$ cat src/rtl/chopper_seq_pkg.sv
package chopper_seq_pkg;

  // Strobes from control to datapath, valid for one cycle each.
  typedef struct packed {
    logic clear;     // start or stop: zero every counter
    logic tick;      // running cycle, advance the half counter
    logic halfEnd;   // last cycle of a half
    logic winStep;   // cycle inside the sampling window
    logic slotEnd;   // last cycle of a conversion slot
    logic blockEnd;  // last conversion of a block
    logic fire;      // conversion start this cycle
  } seqStrobeT;

endpackage

$ cat src/rtl/chopper_seq_ctrl.sv
module chopper_seq_ctrl
  import chopper_seq_pkg::*;
#(
  parameter int CNT_W = 16,
  parameter int LEN_W = 8,
  parameter int IDX_W = 8,
  localparam int SPAN_W = CNT_W + LEN_W,
  localparam int SUM_W  = SPAN_W + 2
) (
  input  logic              clk,
  input  logic              rstN,
  input  logic              startPulse,
  input  logic              stopPulse,
  input  logic              cfgUpdate,
  input  logic [CNT_W-1:0]  cfgHalfPeriod,
  input  logic [CNT_W-1:0]  cfgSettle,
  input  logic [CNT_W-1:0]  cfgConvPeriod,
  input  logic [LEN_W-1:0]  cfgBlockLen,
  input  logic              cfgSingleBlock,
  input  logic [CNT_W-1:0]  phCnt,
  input  logic [CNT_W-1:0]  slotCnt,
  input  logic [LEN_W-1:0]  sampIdx,
  input  logic [IDX_W-1:0]  blkIdx,
  input  logic [SUM_W-1:0]  blkBase,
  input  logic              modPhase,
  output seqStrobeT         strb,
  output logic [SPAN_W-1:0] span,
  output logic              cfgError
);

  logic             running, pend;
  logic [CNT_W-1:0] aHalf, aSettle, aPer, sHalf, sSettle, sPer;
  logic [LEN_W-1:0] aLen, sLen;
  logic             aSingle, sSingle;
  logic             bad, fits, inWin, cycEnd;

  assign cycEnd = strb.halfEnd & modPhase;

  always_ff @(posedge clk or negedge rstN) begin
    if (!rstN) begin
      running <= 1'b0; pend <= 1'b0;
      aHalf <= '0; aSettle <= '0; aPer <= '0; aLen <= '0; aSingle <= 1'b0;
      sHalf <= '0; sSettle <= '0; sPer <= '0; sLen <= '0; sSingle <= 1'b0;
    end else if (startPulse) begin
      running <= 1'b1;
      pend    <= 1'b0;
      aHalf   <= cfgHalfPeriod; aSettle <= cfgSettle; aPer <= cfgConvPeriod;
      aLen    <= cfgBlockLen;   aSingle <= cfgSingleBlock;
    end else begin
      if (stopPulse) running <= 1'b0;
      if (cycEnd && pend) begin
        aHalf <= sHalf; aSettle <= sSettle; aPer <= sPer;
        aLen  <= sLen;  aSingle <= sSingle;
        pend  <= 1'b0;
      end
      if (cfgUpdate) begin
        sHalf <= cfgHalfPeriod; sSettle <= cfgSettle; sPer <= cfgConvPeriod;
        sLen  <= cfgBlockLen;   sSingle <= cfgSingleBlock;
        pend  <= 1'b1;
      end
    end
  end

  assign bad  = (aHalf == '0) | (aPer < CNT_W'(2)) | (aLen == '0) | (aSettle >= aHalf);
  assign span = SPAN_W'(aPer) * SPAN_W'(aLen);
  assign fits = (SUM_W'(aSettle) + blkBase + SUM_W'(span)) <= SUM_W'(aHalf);
  assign inWin = phCnt >= aSettle;
  assign cfgError = running & bad;

  always_comb begin
    strb.clear    = startPulse | stopPulse;
    strb.tick     = running & ~strb.clear;
    strb.halfEnd  = strb.tick & (phCnt == aHalf - 1'b1);
    strb.winStep  = strb.tick & ~strb.halfEnd & inWin;
    strb.slotEnd  = slotCnt == aPer - 1'b1;
    strb.blockEnd = sampIdx == aLen - 1'b1;
    strb.fire     = running & ~bad & inWin & (slotCnt == '0) & fits
                    & ~(aSingle & (blkIdx != '0));
  end

  AST_FIRE_IN_HALF: assert property (@(posedge clk) disable iff (!rstN)
    strb.fire |-> (phCnt < aHalf) && (sampIdx < aLen));

  AST_ONE_CYCLE_PULSE: assert property (@(posedge clk) disable iff (!rstN)
    (strb.fire && !startPulse) |=> !strb.fire);

  AST_CFG_HOLD: assert property (@(posedge clk) disable iff (!rstN)
    (!startPulse && !cycEnd) |=> $stable(aHalf) && $stable(aSettle) && $stable(aPer));

endmodule

$ cat src/rtl/chopper_seq_dp.sv
module chopper_seq_dp
  import chopper_seq_pkg::*;
#(
  parameter int CNT_W = 16,
  parameter int LEN_W = 8,
  parameter int IDX_W = 8,
  localparam int SPAN_W = CNT_W + LEN_W,
  localparam int SUM_W  = SPAN_W + 2
) (
  input  logic              clk,
  input  logic              rstN,
  input  seqStrobeT         strb,
  input  logic [SPAN_W-1:0] span,
  output logic [CNT_W-1:0]  phCnt,
  output logic [CNT_W-1:0]  slotCnt,
  output logic [LEN_W-1:0]  sampIdx,
  output logic [IDX_W-1:0]  blkIdx,
  output logic [SUM_W-1:0]  blkBase,
  output logic              modPhase,
  output logic              adcInvert,
  output logic              convStart
);

  always_ff @(posedge clk or negedge rstN) begin
    if (!rstN) begin
      phCnt <= '0; slotCnt <= '0; sampIdx <= '0; blkIdx <= '0; blkBase <= '0;
      modPhase <= 1'b0; adcInvert <= 1'b0;
    end else if (strb.clear) begin
      phCnt <= '0; slotCnt <= '0; sampIdx <= '0; blkIdx <= '0; blkBase <= '0;
      modPhase <= 1'b0; adcInvert <= 1'b0;
    end else if (strb.halfEnd) begin
      phCnt    <= '0;
      modPhase <= ~modPhase;
      if (modPhase) adcInvert <= ~adcInvert;
      slotCnt <= '0; sampIdx <= '0; blkIdx <= '0; blkBase <= '0;
    end else if (strb.tick) begin
      phCnt <= phCnt + 1'b1;
      if (strb.winStep) begin
        if (strb.slotEnd) begin
          slotCnt <= '0;
          if (strb.blockEnd) begin
            sampIdx <= '0;
            if (blkIdx != '1) blkIdx <= blkIdx + 1'b1;
            blkBase <= blkBase + SUM_W'(span);
          end else begin
            sampIdx <= sampIdx + 1'b1;
          end
        end else begin
          slotCnt <= slotCnt + 1'b1;
        end
      end
    end
  end

  assign convStart = strb.fire;

  AST_START_CLEAN: assert property (@(posedge clk) disable iff (!rstN)
    strb.clear |=> (phCnt == '0) && !modPhase && !adcInvert);

  AST_INVERT_FLIPS: assert property (@(posedge clk) disable iff (!rstN)
    (!strb.clear && strb.halfEnd && modPhase) |=> (adcInvert != $past(adcInvert)));

  AST_INVERT_HOLDS: assert property (@(posedge clk) disable iff (!rstN)
    (!strb.clear && !(strb.halfEnd && modPhase)) |=> $stable(adcInvert));

endmodule

$ cat src/rtl/chopper_seq.sv
module chopper_seq
  import chopper_seq_pkg::*;
#(
  parameter int CNT_W = 16,
  parameter int LEN_W = 8,
  parameter int IDX_W = 8
) (
  input  logic             clk,
  input  logic             rstN,
  input  logic             startPulse,
  input  logic             stopPulse,
  input  logic             cfgUpdate,
  input  logic [CNT_W-1:0] cfgHalfPeriod,
  input  logic [CNT_W-1:0] cfgSettle,
  input  logic [CNT_W-1:0] cfgConvPeriod,
  input  logic [LEN_W-1:0] cfgBlockLen,
  input  logic             cfgSingleBlock,
  output logic             modPhase,
  output logic             adcInvert,
  output logic             convStart,
  output logic             tagHalf,
  output logic             tagInvert,
  output logic [IDX_W-1:0] tagBlock,
  output logic             cfgError
);

  localparam int SPAN_W = CNT_W + LEN_W;
  localparam int SUM_W  = SPAN_W + 2;

  seqStrobeT         strb;
  logic [SPAN_W-1:0] span;
  logic [CNT_W-1:0]  phCnt, slotCnt;
  logic [LEN_W-1:0]  sampIdx;
  logic [IDX_W-1:0]  blkIdx;
  logic [SUM_W-1:0]  blkBase;

  chopper_seq_ctrl #(.CNT_W(CNT_W), .LEN_W(LEN_W), .IDX_W(IDX_W)) ctrl (
    .clk(clk), .rstN(rstN), .startPulse(startPulse), .stopPulse(stopPulse),
    .cfgUpdate(cfgUpdate), .cfgHalfPeriod(cfgHalfPeriod), .cfgSettle(cfgSettle),
    .cfgConvPeriod(cfgConvPeriod), .cfgBlockLen(cfgBlockLen),
    .cfgSingleBlock(cfgSingleBlock), .phCnt(phCnt), .slotCnt(slotCnt),
    .sampIdx(sampIdx), .blkIdx(blkIdx), .blkBase(blkBase), .modPhase(modPhase),
    .strb(strb), .span(span), .cfgError(cfgError)
  );

  chopper_seq_dp #(.CNT_W(CNT_W), .LEN_W(LEN_W), .IDX_W(IDX_W)) dp (
    .clk(clk), .rstN(rstN), .strb(strb), .span(span), .phCnt(phCnt),
    .slotCnt(slotCnt), .sampIdx(sampIdx), .blkIdx(blkIdx), .blkBase(blkBase),
    .modPhase(modPhase), .adcInvert(adcInvert), .convStart(convStart)
  );

  assign tagHalf   = modPhase;
  assign tagInvert = adcInvert;
  assign tagBlock  = blkIdx;

endmodule

$ cat config.mk
export PLATFORM = sky130hd
export DESIGN_NAME = chopper_seq
export DESIGN_NICKNAME = d
export VERILOG_FILES = /design/src/rtl/chopper_seq_pkg.sv /design/src/rtl/chopper_seq_ctrl.sv /design/src/rtl/chopper_seq_dp.sv /design/src/rtl/chopper_seq.sv
export SDC_FILE = /design/constraint.sdc
export NUM_CORES = 1
export LEC_CHECK = 0
export ABC_AREA = 1
export BUFFER_PORTS_ARGS = -buffer_cell sky130_fd_sc_hd__buf_2
export CAP_MARGIN = 30
export CORE_ASPECT_RATIO = 1.2
export CORE_MARGIN = 10
export CORE_UTILIZATION = 40
export DETAILED_ROUTE_END_ITERATION = 8
export MAX_ROUTING_LAYER = met4
export PLACE_DENSITY = 0.55
export SLEW_MARGIN = 0
export SYNTH_ARGS = -nofsm -noshare
export SYNTH_HDL_FRONTEND = slang
export SYNTH_SLANG_ARGS = --single-unit
$ cat constraint.sdc
create_clock -name clk -period 8.1 [get_ports clk]
set_input_delay 1.62 -clock clk [delete_from_list [all_inputs] [get_ports clk]]
set_output_delay 1.62 -clock clk [all_outputs]
set_load 0.01 [all_outputs]
Word level (Yosys, flattened, before mapping)
Cells that the tools add are included.
- register bits: 192
- bits in latches: 0
- bits in writable memories: 0
- memory bits (read-only): 0
- output and inout port bits: 14
- memories kept: 0
- add/sub/neg operators: 10
- multipliers: 1
- divide/modulo/power cells: 0
- $lt $le $gt $ge: 4
- eq/ne operators: 4
- shifts and indexed selects: 0
- multiplexer cells: 47
- bitwise gates (word level): 23
- reductions and logical operators: 21
- operators by type and width (cell ; number):
    $mux W16 ; 14
    $mux W26 ; 6
    $mux W8 ; 15
    $add A26 B24 Y26 ; 2
    $add A16 B1 Y16 const B ; 2
    $eq A16 B16 Y1 ; 2
    $ge A16 B16 Y1 ; 2
    $logic_not A16 Y1 ; 2
    $sub A16 B1 Y16 const B ; 2
    $add A16 B26 Y26 ; 1
    $le A26 B16 Y1 ; 1
    $mul A16 B8 Y24 ; 1
    $reduce_bool A3 Y1 ; 6
    $add A8 B1 Y8 const B ; 2
    $lt A16 B2 Y1 const B ; 1
    $and A1 B1 Y1 ; 12
    $mux W1 ; 12
    $eq A8 B8 Y1 ; 1
    $logic_not A8 Y1 ; 1
    $ne A8 B8 Y1 const B ; 1
    $reduce_bool A2 Y1 ; 4
    $reduce_bool A8 Y1 ; 1
    $sub A8 B1 Y8 const B ; 1
    $not A1 Y1 ; 7
    other kinds (6) ; 11

Depth between registers and ports, before layout
Gate-level depths: netlist of the first run.
- depth in word-level cells: 11
- gate-level depth with buffers: 41
- depth with buffers taken out: 39

By module
Synthesis of the first run repeated with hierarchy kept, for this count alone.
- cell total of the unflattened synthesis: 2954
- area, all modules: 19866.6 µm²
- modules (own cells, without submodules) (module ; instances ; cells an instance ; area each (µm²)):
    chopper_seq_ctrl ; 1 ; 2138 ; 14405.1
    chopper_seq_dp ; 1 ; 814 ; 5446.5
    chopper_seq ; 1 ; 2 ; 15.0

Least setup slack after synthesis of the first run
No wires, ideal clock.
- path kind: flip-flop to output port
- from: register ctrl.aLen[7]
- to: output port convStart
- arrival: 7.064 ns
- required time: 6.480 ns
- setup slack: -0.584 ns
- stages on the path, launching flop included: 40
- cell sequence: dfrtp_1 > clkbuf_1 > buf_1 > nand2_1 > fa_1 > fa_1 > inv_1 > fa_1 > inv_1 > fa_1 > inv_1 > ha_1 > nand2_1 > o21ai_0 > xor2_1 > inv_1 > fa_1 > inv_1 > [4 not listed] > nand2_1 > inv_1 > o21ai_0 > nand2_1 > nand2_1 > xor2_1 > ha_1 > nand2_1 > nor2_1 > a211oi_1 > nand2_1 > nand2_1 > nand2_1 > nand2_1 > nand3_1 > nor2_1 > nand4_1 > nor2_1
- longest elaborated chain between the ends: 9
- elaborated cells on any way between the ends: 12
- those cells by class: add/sub (1); mul (1); order compare (1); bitwise (8); reduce/logical (1)
- ends and longest elaborated chain (element ; RTL line ; source):
    from (decl) ; chopper_seq_ctrl.sv:33 ; logic [LEN_W-1:0] aLen, sLen;
    from (signal assigned) ; chopper_seq_ctrl.sv:48 ; aLen <= cfgBlockLen; aSingle <= cfgSingleBlock;
    from (signal assigned) ; chopper_seq_ctrl.sv:53 ; aLen <= sLen; aSingle <= sSingle;
    parallel branches: the longest is 7 deep, another holds $add A26 B24 Y26 ; -- ;
    $and A1 B1 Y1 * ; chopper_seq_ctrl.sv:77 ; strb.fire = running & ~bad & inWin & (slotCnt == '0) & fits
    $and A1 B1 Y1 * ; chopper_seq_ctrl.sv:78 ; & ~(aSingle & (blkIdx != '0));
    to (decl) ; chopper_seq.sv:20 ; output logic convStart,
Every way passes the cells marked *.

Worst setup path in the final report of the first run
- from: register ctrl.aLen[6]
- to: output port convStart
The elaborated chain is that of the path after synthesis.

==> results.json, run 1 <==
{
  "status": "finished, violations left",
  "violations": "negative setup slack",
  "grt_max_degree": 166,
  "rrSetupSlack_ps": 1470,
  "area_growth_pct": 19.3,
  "required_ps": 6480,
  "crit_cells": 36,
  "cp-end-kind": "primary output",
  "path_clk_slew_ps": 80,
  "setup_viol": 1,
  "die_w_um": 227,
  "drive_gt1_share_pct": 22.2,
  "gr-total-overflow": 0,
  "finalCriticalPeriod_ps": 9080,
  "r2r.worst_path.cells": 31,
  "yosys_warnings": 0,
  "numCtsBuffers": 17,
  "io_pins": 76,
  "yosysMostFrequentCell": "nand2_1",
  "drt_iter0_drc": 1140,
  "synth_top_cells_by_area": "dfrtp_1 (23%), nand2_1 (13%), fa_1 (11%)",
  "h-tree-depth": 4,
  "cts_root_buf": "clkbuf_16",
  "cp-startpoint": "ctrl.aLen[6]",
  "vias_per_cell": 5.02,
  "die-area_sq_um": 61100,
  "crit_path_end": "convStart",
  "criticalPathCategory": "reg2out",
  "synthArstFlopShare_pct": 100,
  "finalInstanceArea_sq_um": 24600,
  "insertion_delay_ps": 500,
  "syn_area_sq_um": 20600,
  "synth_edf_count": 0,
  "cpMostUsedCell": "fa_1",
  "grt_pass1_wl_um": 102000,
  "placed_area_sq_um": 22900,
  "arrival_ps": 7460,
  "grt_usage_pct": 21.7,
  "ys_seq_area_share_pct": 23.3,
  "max-clock-path-buffers": 2,
  "io_buffers": 75,
  "die_height_um": 269,
  "rows": 91,
  "setup_tns_ps": -981,
  "slew_viol_final": 0,
  "synth_cell_types": 51,
  "hold_start": "ctrl.sSettle[3]",
  "routed_wl_um": 63100,
  "synth_top_cell_area_share_pct": 23.3,
  "drc_errors": 0,
  "regToRegEndpoint": "dp.blkBase[22]",
  "first_global_vias": 18800,
  "hold_buffers": 0,
  "fill_cells": 5150,
  "cts_tree": "done",
  "antennaDiodeCount": 0,
  "rsz0062_at_grt": "yes",
  "syn_nets": 3174,
  "dp_slack_ps": -1000,
  "critPathSlowestCell": "fa_1",
  "yosysTopAreaCell": "dfrtp_1",
  "fmax_ghz": 0.110,
  "reg2reg_from": "ctrl.aLen[6]",
  "maxSlewHeadroom_pct": 26.9,
  "cts_sinks": 192,
  "avgRoutedWirePerCell_um": 16.8,
  "vias": 18900,
  "yosys_most_used_dff": "dfrtp_1",
  "antenna_found_initial": 0,
  "synthTopCellsByCount": "nand2_1 (706), inv_1 (535), nor2_1 (207)",
  "cpPeakStageDelay_ps": 550,
  "syn_area_per_cell_sq_um": 7.24,
  "worst_pin_slew_ps": 1100,
  "cap_viol_max_count": 0,
  "critPathLaunchType": "flip-flop",
  "synthCells": 2853,
  "finalClockSkew_ps": 18.8,
  "crit_family": "adder cells",
  "period_share_pct": 112,
  "path_max_fanout": 7,
  "first_pass_iters": 5,
  "worstHoldPathType": "reg2reg",
  "fin_ws_ps": -981,
  "ant_nets": 0,
  "finalNetCount": 3416,
  "gp_congestion": 0.923,
  "start_util_pct": 40.3,
  "core_area_sq_um": 51200,
  "critPathBufInv": 9,
  "ys_seq_elements": 192,
  "finalHoldViolCount": 0,
  "hpwlAfterDp_um": 50300
}
## per-stage QoR
stage / hold WS, ps / util, % / std cells
after floorplan: 467 / - / 2853
after detailed placement: 486 / 44.8 / 3686
final: 510 / 48.1 / 3759
after global routing: 532 / 48.1 / 3759
after CTS: 511 / 47.4 / 3752
after global placement: 488 / 44.8 / 3685
## cell usage in the layout (no fill, tap or decap), types with 7 or more instances in the layout
| cell | count |
|---|---|
| xor2_2 | 7 |
| clkbuf_16 | 17 |
| o21ai_0 | 92 |
| a21oi_1 | 116 |
| nand3_1 | 138 |
| nand3_2 | 8 |
| xor2_1 | 66 |
| nor2_2 | 14 |
| nand4_1 | 57 |
| fa_2 | 7 |
| nand2_1 | 678 |
| o211ai_2 | 44 |
| nand2_2 | 35 |
| or2_2 | 9 |
| dfrtp_2 | 10 |
| o21ai_2 | 80 |
| inv_2 | 34 |
| nor3_1 | 44 |
| xnor2_1 | 27 |
| nand3b_1 | 16 |
| buf_4 | 226 |
| buf_6 | 17 |
| o211ai_1 | 7 |
| a21oi_2 | 15 |
| nor2_4 | 13 |
| inv_1 | 510 |
| nor2_1 | 199 |
| ha_1 | 131 |
| o21bai_1 | 10 |
| fa_1 | 102 |
| nand2_4 | 12 |
| dfrtp_1 | 182 |
| nor4_1 | 9 |
| ha_4 | 19 |
| buf_2 | 73 |
## timing repair
action | 4_1_cts | 5_1_grt
resized for setup | 113 | 71
setup endpoints to repair | 1 | 1
pin swaps | 79 | 66
buffers inserted | 34 | 7
## worst reg2reg max path, delay by kind of cell (launching register included)
kind	cells	cell delay, ps
adder cells (fa/ha/maj)	6	2590
AND/OR/NAND/NOR	10	1360
AO/OA/AOI/OAI	7	1210
buffers and inverters	8	900
flip-flops	1	480
## sequential cells by signal, indices dropped and copies added, names as in the netlist, 8 cells and up
signal        flops
ctrl.aLen         8
ctrl.sLen         8
ctrl.sSettle     16
dp.blkIdx         8
ctrl.aHalf       16
dp.phCnt         16
ctrl.sPer        16
dp.slotCnt       16
dp.blkBase       26
ctrl.aSettle     16
dp.sampIdx        8
ctrl.sHalf       16
ctrl.aPer        16
## how the worst min path moves through the flow
stage | depth (start not counted) | slack, ps | endpoint
finish | 2 | 510 | ctrl.sSettle[3]
global route | 2 | 530 | ctrl.sPer[10]
CTS | 2 | 510 | dp.blkBase[16]
detailed placement | 2 | 490 | dp.blkBase[16]
global placement | 2 | 490 | ctrl.sHalf[4]
floorplan | 2 | 470 | dp.blkBase[16]
## cell families (layout without fill, tap and decap cells)
kind of cell,count (synthesis),in the layout,synth area share [%]
AOI/OAI and AO/OA,405,405,13.5
xor gates and xnor gates,107,107,4.54
adders and majority gates,259,259,19.7
buffers and inverters,644,899,12.7
DFF,192,192,23.3
and+or+nand+nor,1246,1246,26.3
## final cells by class
type | count | area, sq um | share of cell area [%]
clock buffer | 18 | 439 | 1.78
tap | 651 | 815 | 3.31
clock inverter | 14 | 140 | 0.569
timing repair buffer | 322 | 2370 | 9.61
sequential | 192 | 4820 | 19.6
multi-input combinational | 2017 | 14000 | 56.9
inverter | 545 | 2050 | 8.30
## layer usage
metal	GRT usage, %	vias to the layer above	part of all wire [%]
met1	27.3	9064	45
met4	5.55	0	1.9
met2	36.6	295	50
li1	-	9443	-
met5	-	-	0
met3	2.31	57	3.3
Power of run 1 is left out: the tool's default activity adds up to more than one toggle a clock period on the data nets, which glitch-free logic cannot reach.
==> run 2, diff against run 1 <==
Settings changed: BUFFER_PORTS_ARGS -buffer_cell sky130_fd_sc_hd__buf_2 to -buffer_cell sky130_fd_sc_hd__clkbuf_2, CORE_MARGIN 10 to not set.
==> run 2 against run 1 <==
Against the previous run:
- the flow still finishes with violations (negative setup slack)
- die area is 14% lower
- clock-buffer cell count stayed put
- setup slack better by 210 ps
- cell count is 0.24% lower
- sequential share of layout area is 0.14 points higher
- hold slack better by 2.9 ps
- clock skew is 3.6 ps lower
- final area is 0.71% lower
- first-iteration DRC count is 6.4% higher
- largest cell class unchanged
==> results.json, run 2 (synthesized netlist as in run 1, its figures left out) <==
{
  "die_height_um": 251,
  "vias": 18800,
  "area_growth_pct": 18.5,
  "max-clock-path-buffers": 2,
  "setup_viol": 1,
  "antenna_found_initial": 0,
  "finalClockSkew_ps": 15.3,
  "cts_sinks": 192,
  "grt_usage_pct": 24.6,
  "criticalPathCategory": "reg2out",
  "drive_gt1_share_pct": 21.4,
  "dpl.cell_count": 3685,
  "violations": "negative setup slack",
  "cp-end-kind": "primary output",
  "finalCriticalPeriod_ps": 8870,
  "setup_tns_ps": -774,
  "vias_per_cell": 5.00,
  "first_pass_iters": 6,
  "rows": 90,
  "numCtsBuffers": 17,
  "drt_iter0_drc": 1213,
  "critPathBufInv": 12,
  "die-area_sq_um": 52500,
  "placed_area_sq_um": 23000,
  "h-tree-depth": 4,
  "avgRoutedWirePerCell_um": 16.1,
  "hold_buffers": 0,
  "die_w_um": 209,
  "crit_family": "adder cells",
  "antennaDiodeCount": 0,
  "finalNetCount": 3414,
  "finalHoldViolCount": 0,
  "critPathSlowestCell": "fa_1",
  "first_global_vias": 18700,
  "status": "finished, violations left",
  "drc_errors": 0,
  "io_pins": 76,
  "finalInstanceArea_sq_um": 24500,
  "io_buffers": 75,
  "hpwlAfterDp_um": 48400,
  "worst_pin_slew_ps": 859,
  "arrival_ps": 7250,
  "fin_ws_ps": -774,
  "slew_viol_final": 0,
  "worstHoldPathType": "reg2reg",
  "insertion_delay_ps": 500,
  "cap_viol_max_count": 0,
  "period_share_pct": 110,
  "critPathLaunchType": "flip-flop",
  "path_max_fanout": 5,
  "cts_root_buf": "clkbuf_16",
  "final_common_cell": "nand2_1",
  "cpPeakStageDelay_ps": 490,
  "cpMostUsedCell": "fa_1",
  "largest-register": "dp.blkBase",
  "finalNonFillerCells": 3750,
  "grt_pass1_wl_um": 98800,
  "ant_nets": 0,
  "routed_wl_um": 60300,
  "start_util_pct": 40.7,
  "rsz0062_at_grt": "yes",
  "gr-total-overflow": 0,
  "path_clk_slew_ps": 80,
  "cts_tree": "done",
  "mostFrequentLayoutCells": "nand2_1 (688), inv_1 (521), buf_4 (231)",
  "fmax_ghz": 0.113,
  "grt_max_degree": 79,
  "finish.utilization_pct": 48.3,
  "maxSlewHeadroom_pct": 42.5,
  "core_area_sq_um": 50700,
  "gp_congestion": 0.966,
  "required_ps": 6480,
  "largest_reg_flops": 26
}
-- run 2: per-stage QoR --
stage	hold slack, ps	setup WS [ps]
2_1_floorplan	467	1.92
3_3_place_gp	489	-767
3_5_place_dp	493	-708
4_1_cts	516	-849
5_1_grt	532	-1160
6_report	513	-774
-- run 2: what timing repair did --
action	in CTS	in global routing
resized for setup	118	23
setup endpoints to repair	1	1
pin swaps	83	37
gates cloned	0	0
setup buffers	25	8
-- run 2: worst min-delay path, stage by stage (launching register included) --
cell and delay, ps:
dfrtp_1 360, nand2_1 50, o21ai_0 60
-- run 2: area by class of cell --
cell class	instances	area, sq um
Tap cell	644	806
Sequential cell	192	4820
Inverter	545	2050
Fill cell	5149	26200
Timing Repair Buffer	320	2320
Clock buffer	18	429
Multi-Input combinational cell	2017	13900
Clock inverter	14	141
-- run 2: layer usage --
layer | routed length (um) | track usage [%]
met5 | 0 | -
met4 | 1030 | 6.26
met3 | 1650 | 2.91
met2 | 29600 | 41.0
met1 | 28000 | 31.8
-- run 2: final timing paths --
path / cells after the start / startpoint / slack [ps] / endpoint
setup / recovery: 37 / ctrl.aLen[4] / -770 / convStart
hold / removal: 2 / ctrl.sSettle[9] / 510 / ctrl.sSettle[9]
setup reg to reg: 27 / ctrl.aLen[7] / 1560 / dp.blkBase[22]
hold reg to reg: 2 / ctrl.sSettle[9] / 510 / ctrl.sSettle[9]
max in group asynchronous: 2 / rstN / 5830 / ctrl.sPer[2]
min in group asynchronous: 1 / rstN / 1140 / ctrl.sHalf[14]
Power of run 2 is left out for the same reason.
